[src/rtl/dbg_chain_pkg.sv]
package dbg_chain_pkg;
   localparam int DATA_W  = 32;
   localparam int ADDR_W  = 5;
   localparam int FRAME_W = DATA_W + ADDR_W + 1;

   localparam logic [ADDR_W-1:0] ADR_CTRL  = 5'd0;
   localparam logic [ADDR_W-1:0] ADR_STAT  = 5'd1;
   localparam logic [ADDR_W-1:0] ADR_MBCTL = 5'd2;
   localparam logic [ADDR_W-1:0] ADR_MBDAT = 5'd3;

   localparam int VER_LSB = 28;
   localparam int IN_FLAG_BIT  = 1;
   localparam int OUT_FLAG_BIT = 0;

   // packed MSB-first: last bit shifted in is the direction flag
   typedef struct packed {
      logic              wr;
      logic [ADDR_W-1:0] addr;
      logic [DATA_W-1:0] data;
   } frame_t;
endpackage

[src/rtl/dbg_shift_chain.sv]
module dbg_shift_chain #(
   parameter int FRAME_W = 38,
   parameter int DATA_W  = 32
) (
   input  logic               clk,
   input  logic               rst,
   input  logic               cap_en,
   input  logic               shift_en,
   input  logic               tdi,
   input  logic [DATA_W-1:0]  cap_data,
   output logic               tdo,
   output logic [FRAME_W-1:0] frame
);
   localparam int PAD_W = FRAME_W - DATA_W;

   generate
      if (PAD_W < 1) begin : g_bad_width
         $error("frame must be wider than its data field");
      end
   endgenerate

   logic [FRAME_W-1:0] sr;

   always_ff @(posedge clk) begin
      if (rst)           sr <= '0;
      else if (cap_en)   sr <= {{PAD_W{1'b0}}, cap_data};
      else if (shift_en) sr <= {tdi, sr[FRAME_W-1:1]};
   end

   assign tdo   = sr[0];
   assign frame = sr;

   assert_shift_in_R2: assert property (@(posedge clk) disable iff (rst)
      (shift_en && !cap_en) |=> (sr[FRAME_W-1] == $past(tdi)));

   assert_capture_pad_R10: assert property (@(posedge clk) disable iff (rst)
      cap_en |=> (sr[FRAME_W-1:DATA_W] == '0));
endmodule

[src/rtl/dbg_mailbox.sv]
module dbg_mailbox #(
   parameter int W = 32
) (
   input  logic         clk,
   input  logic         rst,
   input  logic         host_wr,
   input  logic [W-1:0] host_wdata,
   input  logic         host_pop,
   input  logic         core_wr,
   input  logic [W-1:0] core_wdata,
   input  logic         core_rd,
   output logic [W-1:0] in_word,
   output logic         in_pending,
   output logic [W-1:0] out_word,
   output logic         out_valid
);
   always_ff @(posedge clk) begin
      if (rst) begin
         in_word    <= '0;
         in_pending <= 1'b0;
      end else if (host_wr) begin
         in_word    <= host_wdata;
         in_pending <= 1'b1;
      end else if (core_rd) begin
         in_pending <= 1'b0;
      end
   end

   always_ff @(posedge clk) begin
      if (rst) begin
         out_word  <= '0;
         out_valid <= 1'b0;
      end else if (core_wr) begin
         out_word  <= core_wdata;
         out_valid <= 1'b1;
      end else if (host_pop) begin
         out_valid <= 1'b0;
      end
   end

   assert_in_set_R7: assert property (@(posedge clk) disable iff (rst)
      host_wr |=> (in_pending && in_word == $past(host_wdata)));
   assert_in_clear_R7: assert property (@(posedge clk) disable iff (rst)
      (core_rd && !host_wr) |=> !in_pending);
   assert_out_set_R8: assert property (@(posedge clk) disable iff (rst)
      core_wr |=> (out_valid && out_word == $past(core_wdata)));
   assert_out_pop_R8: assert property (@(posedge clk) disable iff (rst)
      (host_pop && !core_wr) |=> !out_valid);
endmodule

[src/rtl/dbg_ctrl_reg.sv]
module dbg_ctrl_reg #(
   parameter int W       = 6,
   parameter int MON_BIT = 4
) (
   input  logic         clk,
   input  logic         rst,
   input  logic         we,
   input  logic [W-1:0] wdata,
   output logic [W-1:0] q,
   output logic         monitor_en
);
   generate
      if (W < 1 || W > 32) begin : g_bad_w
         $error("control width out of range");
      end
   endgenerate

   always_ff @(posedge clk) begin
      if (rst)     q <= '0;
      else if (we) q <= wdata;
   end

   generate
      if (MON_BIT < W) begin : g_mon
         assign monitor_en = q[MON_BIT];
      end else begin : g_no_mon
         assign monitor_en = 1'b0;
      end
   endgenerate

   assert_ctrl_hold_R9: assert property (@(posedge clk) disable iff (rst)
      !we |=> $stable(q));
endmodule

[src/rtl/dbg_scan_regfile.sv]
module dbg_scan_regfile
   import dbg_chain_pkg::*;
#(
   parameter int          CTRL_W  = 6,
   parameter int          STAT_W  = 5,
   parameter int          MON_BIT = 4,
   parameter logic [3:0]  VERSION = 4'h6
) (
   input  logic              clk,
   input  logic              rst,
   input  logic              cap_en,
   input  logic              shift_en,
   input  logic              upd_en,
   input  logic              tdi,
   output logic              tdo,
   input  logic [STAT_W-1:0] dbg_status,
   output logic [CTRL_W-1:0] dbg_ctrl,
   output logic              monitor_en,
   input  logic              core_wr,
   input  logic [31:0]       core_wdata,
   input  logic              core_rd,
   output logic [31:0]       core_in_data,
   output logic              core_in_pending,
   output logic              core_out_valid
);
   generate
      if (STAT_W < 1 || STAT_W > DATA_W) begin : g_bad_stat
         $error("status width out of range");
      end
   endgenerate

   logic [FRAME_W-1:0] frame_bits;
   frame_t             fr;
   logic [DATA_W-1:0]  hold_q;
   logic [DATA_W-1:0]  rd_val;
   logic [DATA_W-1:0]  out_word;
   logic               upd_wr, upd_rd;
   logic               ctrl_we, host_wr, host_pop;

   dbg_shift_chain #(.FRAME_W(FRAME_W), .DATA_W(DATA_W)) u_chain (
      .clk(clk), .rst(rst), .cap_en(cap_en), .shift_en(shift_en),
      .tdi(tdi), .cap_data(hold_q), .tdo(tdo), .frame(frame_bits));

   assign fr       = frame_t'(frame_bits);
   assign upd_wr   = upd_en &  fr.wr;
   assign upd_rd   = upd_en & ~fr.wr;
   assign ctrl_we  = upd_wr && (fr.addr == ADR_CTRL);
   assign host_wr  = upd_wr && (fr.addr == ADR_MBDAT);
   assign host_pop = upd_rd && (fr.addr == ADR_MBDAT);

   dbg_ctrl_reg #(.W(CTRL_W), .MON_BIT(MON_BIT)) u_ctrl (
      .clk(clk), .rst(rst), .we(ctrl_we), .wdata(fr.data[CTRL_W-1:0]),
      .q(dbg_ctrl), .monitor_en(monitor_en));

   dbg_mailbox #(.W(DATA_W)) u_mbox (
      .clk(clk), .rst(rst),
      .host_wr(host_wr), .host_wdata(fr.data), .host_pop(host_pop),
      .core_wr(core_wr), .core_wdata(core_wdata), .core_rd(core_rd),
      .in_word(core_in_data), .in_pending(core_in_pending),
      .out_word(out_word), .out_valid(core_out_valid));

   always_comb begin
      rd_val = '0;
      case (fr.addr)
         ADR_CTRL:  rd_val = DATA_W'(dbg_ctrl);
         ADR_STAT:  rd_val = DATA_W'(dbg_status);
         ADR_MBCTL: begin
            rd_val[DATA_W-1:VER_LSB] = VERSION;
            rd_val[IN_FLAG_BIT]      = core_in_pending;
            rd_val[OUT_FLAG_BIT]     = core_out_valid;
         end
         ADR_MBDAT: rd_val = out_word;
         default:   rd_val = '0;
      endcase
   end

   always_ff @(posedge clk) begin
      if (rst)         hold_q <= '0;
      else if (upd_rd) hold_q <= rd_val;
   end

   assert_hold_only_on_read_R3: assert property (@(posedge clk) disable iff (rst)
      !upd_rd |=> $stable(hold_q));
   assert_version_field_R6: assert property (@(posedge clk) disable iff (rst)
      (upd_rd && fr.addr == ADR_MBCTL) |=> (hold_q[DATA_W-1:VER_LSB] == VERSION));
   assert_strobes_exclusive_R2: assert property (@(posedge clk) disable iff (rst)
      $onehot0({cap_en, shift_en, upd_en}));
endmodule

[config.mk]
export PLATFORM = sky130hd
export DESIGN_NAME = dbg_scan_regfile
export DESIGN_NICKNAME = d
export VERILOG_FILES = /design/src/rtl/dbg_chain_pkg.sv /design/src/rtl/dbg_shift_chain.sv /design/src/rtl/dbg_mailbox.sv /design/src/rtl/dbg_ctrl_reg.sv /design/src/rtl/dbg_scan_regfile.sv
export SDC_FILE = /design/constraint.sdc
export NUM_CORES = 1
export LEC_CHECK = 0
export BUFFER_PORTS_ARGS = -buffer_cell sky130_fd_sc_hd__buf_2
export CELL_PAD_IN_SITES_DETAIL_PLACEMENT = 1
export CELL_PAD_IN_SITES_GLOBAL_PLACEMENT = 1
export CORE_UTILIZATION = 35
export DETAILED_ROUTE_END_ITERATION = 16
export PLACE_DENSITY_LB_ADDON = 0.3
export SETUP_SLACK_MARGIN = 0.15
export SYNTH_ARGS = -nofsm -noshare
export SYNTH_HDL_FRONTEND = slang
export SYNTH_SLANG_ARGS = --single-unit
[constraint.sdc]
create_clock -name clk -period 3.85 [get_ports clk]
set_input_delay 0.385 -clock clk [delete_from_list [all_inputs] [get_ports clk]]
set_output_delay 0.385 -clock clk [all_outputs]
set_load 0.03 [all_outputs]
* After elaboration in Yosys (flattened, before gate mapping)
Index checks and enable logic that the tools add are counted.
** Word-level totals
- Register bits after elaboration :: 142
- Bits of input ports :: 45
- Output and inout port bits :: 42
- Word-level logic and storage cells :: 31
** Cells by class
- Equal/unequal tests :: 3
- Mux-type cells :: 9
- Reductions and logical operators :: 8
- Bitwise operators :: 3
** Operators by type and width (number)
- one-hot mux 26 bit (3 select lines) :: 1
- two-way mux 32 bit :: 2
- == test 5 x 2 -> 1 bit (second input constant) :: 2
- one-hot mux 2 bit (4 select lines) :: 1
- one-hot mux 4 bit (2 select lines) :: 1
- nonzero test 2 bit :: 3
- == test 5 x 1 -> 1 bit (second input constant) :: 1
- zero test 5 bit :: 1
- two-way mux 1 bit :: 4
- logical AND 1 bit :: 3
- bitwise AND 1 bit :: 2
- OR reduction 2 bit :: 1
- NOT 1 bit :: 1

* Depth between registers and ports, before layout
Gate-level depths: netlist of run 1.
- Word-level depth :: 5
- Mapped depth :: 6
- Depth with buffers taken out :: 3

* By module
A second synthesis of run 1 with hierarchy kept.
** Second synthesis, totals
- Cells, all modules :: 556
- Area total of the unflattened synthesis :: 5774.3 µm²
** Modules (own cells, without submodules)
- dbg_mailbox :: sequential area each 1321.3 µm², instances 1, cells an instance 215, area each 2407.3 µm²
- dbg_shift_chain :: sequential area each 760.7 µm², instances 1, cells an instance 164, area each 1721.7 µm²
- dbg_scan_regfile :: sequential area each 640.6 µm², instances 1, cells an instance 157, area each 1423.9 µm²
- dbg_ctrl_reg :: sequential area each 120.1 µm², instances 1, cells an instance 20, area each 221.5 µm²

* Worst setup path before layout of run 1
OpenSTA, ideal clock, no wires.
- Path type :: input to register
- Start :: input shift_en
- End :: register u_chain.sr[14], in the netlist u_chain.frame[14]
- Data required time :: 3.722 ns
- Library setup time :: 0.128 ns
- Stages on the path :: 5
- Data arrival time :: 1.327 ns
- Path buffers :: 2
- Path slack :: 2.396 ns
- Cells stage by stage :: buf_2 -> buf_2 -> mux2_2 -> mux2i_1 -> nor2_1
** On the way
- Cells in the longest elaborated chain, start to end :: 1
** Ends and longest elaborated chain
- start: declaration :: RTL line dbg_scan_regfile.sv:12 : input logic shift_en,
- nonzero test 2 bit (no line)
- end signal: assignment :: RTL line dbg_shift_chain.sv:26 : else if (cap_en) sr <= {{PAD_W{1'b0}}, cap_data};
- end signal: assignment :: RTL line dbg_shift_chain.sv:27 : else if (shift_en) sr <= {tdi, sr[FRAME_W-1:1]};
- end: declaration :: RTL line dbg_shift_chain.sv:22 : logic [FRAME_W-1:0] sr;
No other way between the ends.
A chain may end at the register's enable or synchronous reset.

* Final worst setup path of run 1
- Start :: register u_chain.sr[32], in the netlist u_chain.frame[32]
- End :: register u_mbox.in_word[22]
** On the way
- Cells in the longest elaborated chain, start to end :: 2
** Ends and longest elaborated chain
- == test 5 x 2 -> 1 bit :: RTL line dbg_scan_regfile.sv:48 : assign host_wr = upd_wr && (fr.addr == ADR_MBDAT);
- logical AND 1 bit :: RTL line dbg_scan_regfile.sv:48
- end signal: assignment :: RTL line dbg_mailbox.sv:22 : in_word <= host_wdata;
- end: declaration :: RTL line dbg_mailbox.sv:12 : output logic [W-1:0] in_word,
No other way between the ends.

==> results of run 1 <==
-- worst min-delay path, stage by stage --
cell and delay [ns]:
buf_2 0.07, mux2i_1 0.05, nor2_1 0.07
-- power groups by stage --
stage	sequential, mW	clock (mW)	combinational, mW
global placement	1.54	0	0.150
detailed placement	1.54	0	0.156
global route	1.51	1.77	0.169
floorplan	1.53	0	0.112
finish	1.51	1.67	0.155
CTS	1.51	1.71	0.157
-- worst min-delay path by stage --
stage,end,slack (ns)
after floorplan,hold_q[10],0.43
after global placement,hold_q[12],0.44
after detailed placement,hold_q[17],0.45
after CTS,u_mbox.out_word[14],0.18
after global routing,u_mbox.out_word[17],0.19
final,u_mbox.out_word[14],0.20
-- layout by cell type (no fill, tap or decap), types with 2 or more instances in the layout --
master,count
a21oi_1,30
a22oi_1,3
and4_1,2
buf_2,85
buf_4,5
bufinv_16,3
clkbuf_16,17
clkinv_2,4
clkinv_4,2
clkinvlp_4,4
dfxtp_1,142
mux2_2,35
mux2i_1,108
mux4_2,2
nand2_1,29
nand2b_1,72
nand3_1,2
nand3b_1,4
nand4_1,25
nor2_1,73
o2111ai_1,2
o21ai_0,3
-- per-layer routing --
metal / global-route usage [%] / vias up / share of wire [%]
met3: 3.96 / 19 / 4.0
met4: 7.04 / 0 / 1.8
met2: 23.8 / 88 / 42
li1: - / 2149 / -
met5: 0 / - / 0
met1: 24.2 / 1984 / 52
-- cell families (layout without fill, tap and decap cells) --
kind of cell | Yosys count | count (layout) | share of synthesized area (%)
AOI/OAI and AO/OA | 40 | 40 | 3.74
buffers and inverters | 53 | 123 | 4.24
and+or+nand+nor | 213 | 213 | 18.4
muxes | 145 | 145 | 25.7
DFF | 142 | 142 | 48.0
-- metrics by stage --
stage | util (%) | power, mW | area, um2 | hold slack, ns | instances
after floorplan | - | 1.64 | 5930 | 0.432 | 593
after detailed placement | 38.7 | 1.69 | 6420 | 0.449 | 851
final | 42.4 | 3.33 | 7030 | 0.196 | 883
after global routing | 42.4 | 3.45 | 7030 | 0.189 | 883
after global placement | 38.7 | 1.69 | 6420 | 0.442 | 851
after CTS | 42.4 | 3.37 | 7030 | 0.185 | 883
-- flip-flops by register name, indices dropped and copies added (netlist names) --
| signal | cells |
|---|---|
| hold_q | 32 |
| u_chain.frame | 38 |
| u_ctrl.q | 6 |
| u_mbox.in_pending | 1 |
| u_mbox.in_word | 32 |
| u_mbox.out_valid | 1 |
| u_mbox.out_word | 32 |
-- final cells by class --
cell class | count | area [um2] | share of cell area (%)
flip-flops and latches | 142 | 2840 | 40.4
inverters | 1 | 3.75 | 0.0534
clock buffers | 18 | 439 | 6.25
multi-input cells | 398 | 2840 | 40.4
well taps | 220 | 275 | 3.92
repair buffers | 90 | 463 | 6.58
clock inverters | 14 | 166 | 2.37
==> flow_summary.json, run 1 <==
{
  "synthDistinctLibCells": 30,
  "path_buf_inv": 1,
  "max_slew.worst_pin.slew_ns": 1.24,
  "fin_nets": 695,
  "fmax_mhz": 409,
  "hold_path.class": "in -> reg",
  "synth_seq_cells": 142,
  "yosys_warnings": 0,
  "post-route-period-util_pct": 63.5,
  "relSlewSlack_pct": 17.2,
  "reg2reg_depth": 4,
  "r2r_start": "u_chain.frame[32]",
  "clockRootBuffer": "clkbuf_16",
  "dp_hpwl_um": 9480,
  "crit_required_ns": 4.20,
  "avgViaCountPerCell": 4.80,
  "yosysMostFrequentCell": "dfxtp_1",
  "drt_wl_total_um": 14000,
  "cts_tree": "built",
  "grt_pass1_vias": 4322,
  "postCtsSetupRepairBufs": 0,
  "area_delta_synth_final_pct": 18.6,
  "grt_usage_pct": 16.8,
  "p_switching_mw": 0.741,
  "min_delay_path_depth": 3,
  "cp-endpoint": "u_mbox.in_word[22]",
  "dieArea_mm2": 0.0175,
  "cp_top_family": "simple AND/OR/NAND/NOR gates",
  "async_reset_ff_share_pct": 0,
  "finalWorstSetupSlack_ns": 1.40,
  "skew_ns": 0.00565,
  "cp_cell_sequence": "and2_1 > and4_1 > buf_4 > mux2i_1",
  "drc": 0,
  "min_period_ns": 2.45,
  "antenna_cells": 0,
  "antenna_found_initial": 0,
  "status": "completed",
  "rows": 47,
  "clk_latency_ns": 0.43,
  "synth_area_per_cell_um2": 9.99,
  "combPwrFrac_pct": 4.6,
  "synthTopCellsByCount": "dfxtp_1, mux2i_1, nor2_1",
  "synth-seq-area-share_pct": 48.0,
  "n_fill_cell": 1886,
  "worstSetupEndpointType": "flop",
  "synth.area.top_cells": "dfxtp_1, mux2i_1, nand2b_1",
  "fp.dieW_um": 132,
  "yosysTopAreaCellShare_pct": 48.0,
  "clkTransAtPathRegs_ns": 0.06,
  "finalWeightedCongestion": 0.693,
  "p_seq_share_pct": 45.2,
  "finalHoldViolCount": 0,
  "syn_area_mm2": 0.00593,
  "die_height_um": 132,
  "port_buffers": 86,
  "path_class": "reg -> reg",
  "cap_violations": 0,
  "max_stage_delay_ns": 0.79,
  "tns_ns": 0,
  "hp-start": "core_wdata[14]",
  "r2r_end": "u_mbox.in_word[22]",
  "clock_power_share_pct": 50.1,
  "drt_pass1_iterations": 4,
  "internal_power_mw": 2.59,
  "layout-drive-gt1-share_pct": 24.4,
  "synth_edf_count": 0,
  "post-place-ws_ns": 1.40,
  "path_depth": 4,
  "grt_pass1_wl_um": 23000,
  "grt_setup_unrepaired": "no",
  "critPathArrivalTime_ns": 2.79,
  "wl_per_cell_um": 15.8,
  "cp_slowest_cell": "and2_1",
  "post_cts_resized": 0,
  "cts.sinks": 142,
  "num_vias": 4240,
  "start_util_pct": 35.7,
  "synth-main-ff-cell": "dfxtp_1",
  "clk_path_buf_depth": 2,
  "drtIter0Drc": 197,
  "ir_drop_mv": 0.310,
  "syn_inst": 593,
  "p_leak_nw": 2.87,
  "syn_nets": 638,
  "hold_buffers": 0,
  "ios": 87,
  "synth_top_cell_by_area": "dfxtp_1",
  "critPathLaunch": "u_chain.frame[32]",
  "ant_nets": 0,
  "grt_overflow": 0,
  "r2r_setup_slack_ns": 1.40,
  "start_kind": "flop",
  "worstPathMaxFanout": 27,
  "core_area_mm2": 0.0166,
  "cts_max_level": 4,
  "p_per_area_mw_per_mm2": 474,
  "grt_max_degree": 130,
  "timing.final.max_slew_violations": 0,
  "numCtsBuffers": 17,
  "setup_violations": 0,
  "p_sw_share_pct": 22.2
}
(Power assumes the default switching activity.)
==> inputs of run 2 (changes only) <==
Clock period 3.85 ns to 2.1 ns, I/O delays scaled along.
==> run 2 against run 1 <==
  * Clock power grew 96%
  * Cell area rose by 2.7%
  * Register-to-register slack worse by 0.87 ns
  * Critical path type unchanged
  * Largest power group unchanged
==> flow_summary.json, run 2 (synthesis results as in run 1) <==
{
  "status": "completed",
  "hold_path.class": "in -> reg",
  "wl_met1_um": 7420,
  "drt_wl_total_um": 14200,
  "grt_usage_pct": 17.2,
  "clk_path_buf_depth": 2,
  "r2r_setup_slack_ns": 0.54,
  "postCtsSetupRepairBufs": 0,
  "fp.dieW_um": 132,
  "r2r_start": "u_chain.frame[37]",
  "critPathLaunch": "u_chain.frame[37]",
  "n_fill_cell": 1900,
  "seqCellArea_mm2": 0.00284,
  "start_kind": "flop",
  "final_cell_count_no_fill": 896,
  "crit_required_ns": 2.45,
  "worstSetupEndpointType": "flop",
  "post_cts_resized": 0,
  "multiInputGateArea_mm2": 0.00284,
  "skew_ns": 0.00670,
  "numCtsBuffers": 17,
  "max_slew.worst_pin.slew_ns": 0.495,
  "fin_util_pct": 43.5,
  "die_height_um": 132,
  "grt_overflow": 0,
  "hp-start": "core_wdata[22]",
  "min_period_ns": 1.56,
  "start_util_pct": 35.7,
  "relSlewSlack_pct": 67.0,
  "fin_nets": 708,
  "antenna_cells": 0,
  "layout-drive-gt1-share_pct": 25.4,
  "cap_violations": 0,
  "top_layer_used": "met4",
  "finalHoldViolCount": 0,
  "core_area_mm2": 0.0166,
  "layout_commonest_cell": "dfxtp_1",
  "rows": 47,
  "critPathArrivalTime_ns": 1.92,
  "post-route-period-util_pct": 74.5,
  "avgViaCountPerCell": 4.84,
  "largest_reg_flops": 38,
  "layout_common_cells": "dfxtp_1, mux2i_1, buf_2",
  "finalWorstSetupSlack_ns": 0.536,
  "num_vias": 4340,
  "drtIter0Drc": 203,
  "tns_ns": 0,
  "timing.final.max_slew_violations": 0,
  "ant_nets": 0,
  "p_leak_nw": 2.98,
  "grt_pass1_vias": 4528,
  "drc": 0,
  "p_per_area_mw_per_mm2": 879,
  "path_class": "reg -> reg",
  "hold_buffers": 0,
  "grt_pass1_wl_um": 23600,
  "antenna_found_initial": 0,
  "drt_pass1_iterations": 4,
  "wl_per_cell_um": 15.8,
  "reg2reg_depth": 4,
  "fmax_mhz": 639,
  "ios": 87,
  "placed_cells": 864,
  "route.met3.wl_um": 502,
  "ir_drop_mv": 0.527,
  "area_delta_synth_final_pct": 21.9,
  "cts.sinks": 142,
  "port_buffers": 86,
  "grt_max_degree": 64,
  "setup_violations": 0,
  "finalWeightedCongestion": 0.728,
  "clk_latency_ns": 0.42,
  "dp_hpwl_um": 9970,
  "clkTransAtPathRegs_ns": 0.06,
  "post-place-ws_ns": 0.572,
  "dieArea_mm2": 0.0175,
  "cts_tree": "built",
  "clockRootBuffer": "clkbuf_16",
  "min_delay_path_depth": 3,
  "route.met2.wl_um": 6020,
  "worstPathMaxFanout": 25,
  "min_to": "u_mbox.out_word[22]",
  "r2r_end": "hold_q[19]",
  "cts_max_level": 4,
  "grt_setup_unrepaired": "no"
}
-- run 2: changes by cell type in the layout (fill, tap and decap cells not counted) --
cell        delta
bufinv_16      +2
clkinvlp_4     -3
buf_4          +9
inv_6          -1
clkinv_2       -2
clkbuf_1       +3
clkbuf_8       +1
buf_12         +4
-- run 2: worst max path at each step --
| stage | cells after the start | to |
|---|---|---|
| 2_1_floorplan | 5 | u_mbox.in_word[11] |
| 3_3_place_gp | 4 | u_mbox.in_word[15] |
| 3_5_place_dp | 4 | u_mbox.in_word[17] |
| 4_1_cts | 4 | u_mbox.in_word[11] |
| 5_1_grt | 4 | hold_q[31] |
| 6_report | 4 | hold_q[19] |
-- run 2: layer usage --
metal | vias to the layer above | global-route usage, %
li1 | 2173 | -
met1 | 2081 | 24.2
met2 | 71 | 24.9
met3 | 15 | 4.04
met4 | 0 | 7.17
met5 | - | 0
-- run 2: stage by stage --
step / hold slack (ns) / power, mW / area, um2
after floorplan: 0.357 / 3.01 / 5930
after global placement: 0.443 / 3.11 / 6570
after detailed placement: 0.454 / 3.13 / 6570
after CTS: 0.0134 / 6.42 / 7220
after global routing: 0.0314 / 6.55 / 7220
final: 0.0274 / 6.35 / 7220
-- run 2: area by class of cell --
| cell class | count | share of cell area (%) |
|---|---|---|
| clock buffer | 22 | 6.43 |
| clock inverter | 10 | 2.56 |
| inverter | 1 | 0.0520 |
| multi-input combinational | 398 | 39.3 |
| sequential | 142 | 39.4 |
| tap | 220 | 3.81 |
| timing repair buffer | 103 | 8.45 |
-- run 2: where the power goes --
group / internal [mW] / switching, mW / total [mW]
logic: 0.139 / 0.165 / 0.304
clock network: 2.17 / 1.11 / 3.28
registers: 2.73 / 0.0274 / 2.76
total: 5.04 / 1.31 / 6.35
-- run 2: worst max-delay path: stages, from the launching register on --
cell      delay, ns
dfxtp_1        0.46
nand2b_1       0.42
buf_4          0.36
nand2_1        0.11
a21oi_1        0.13
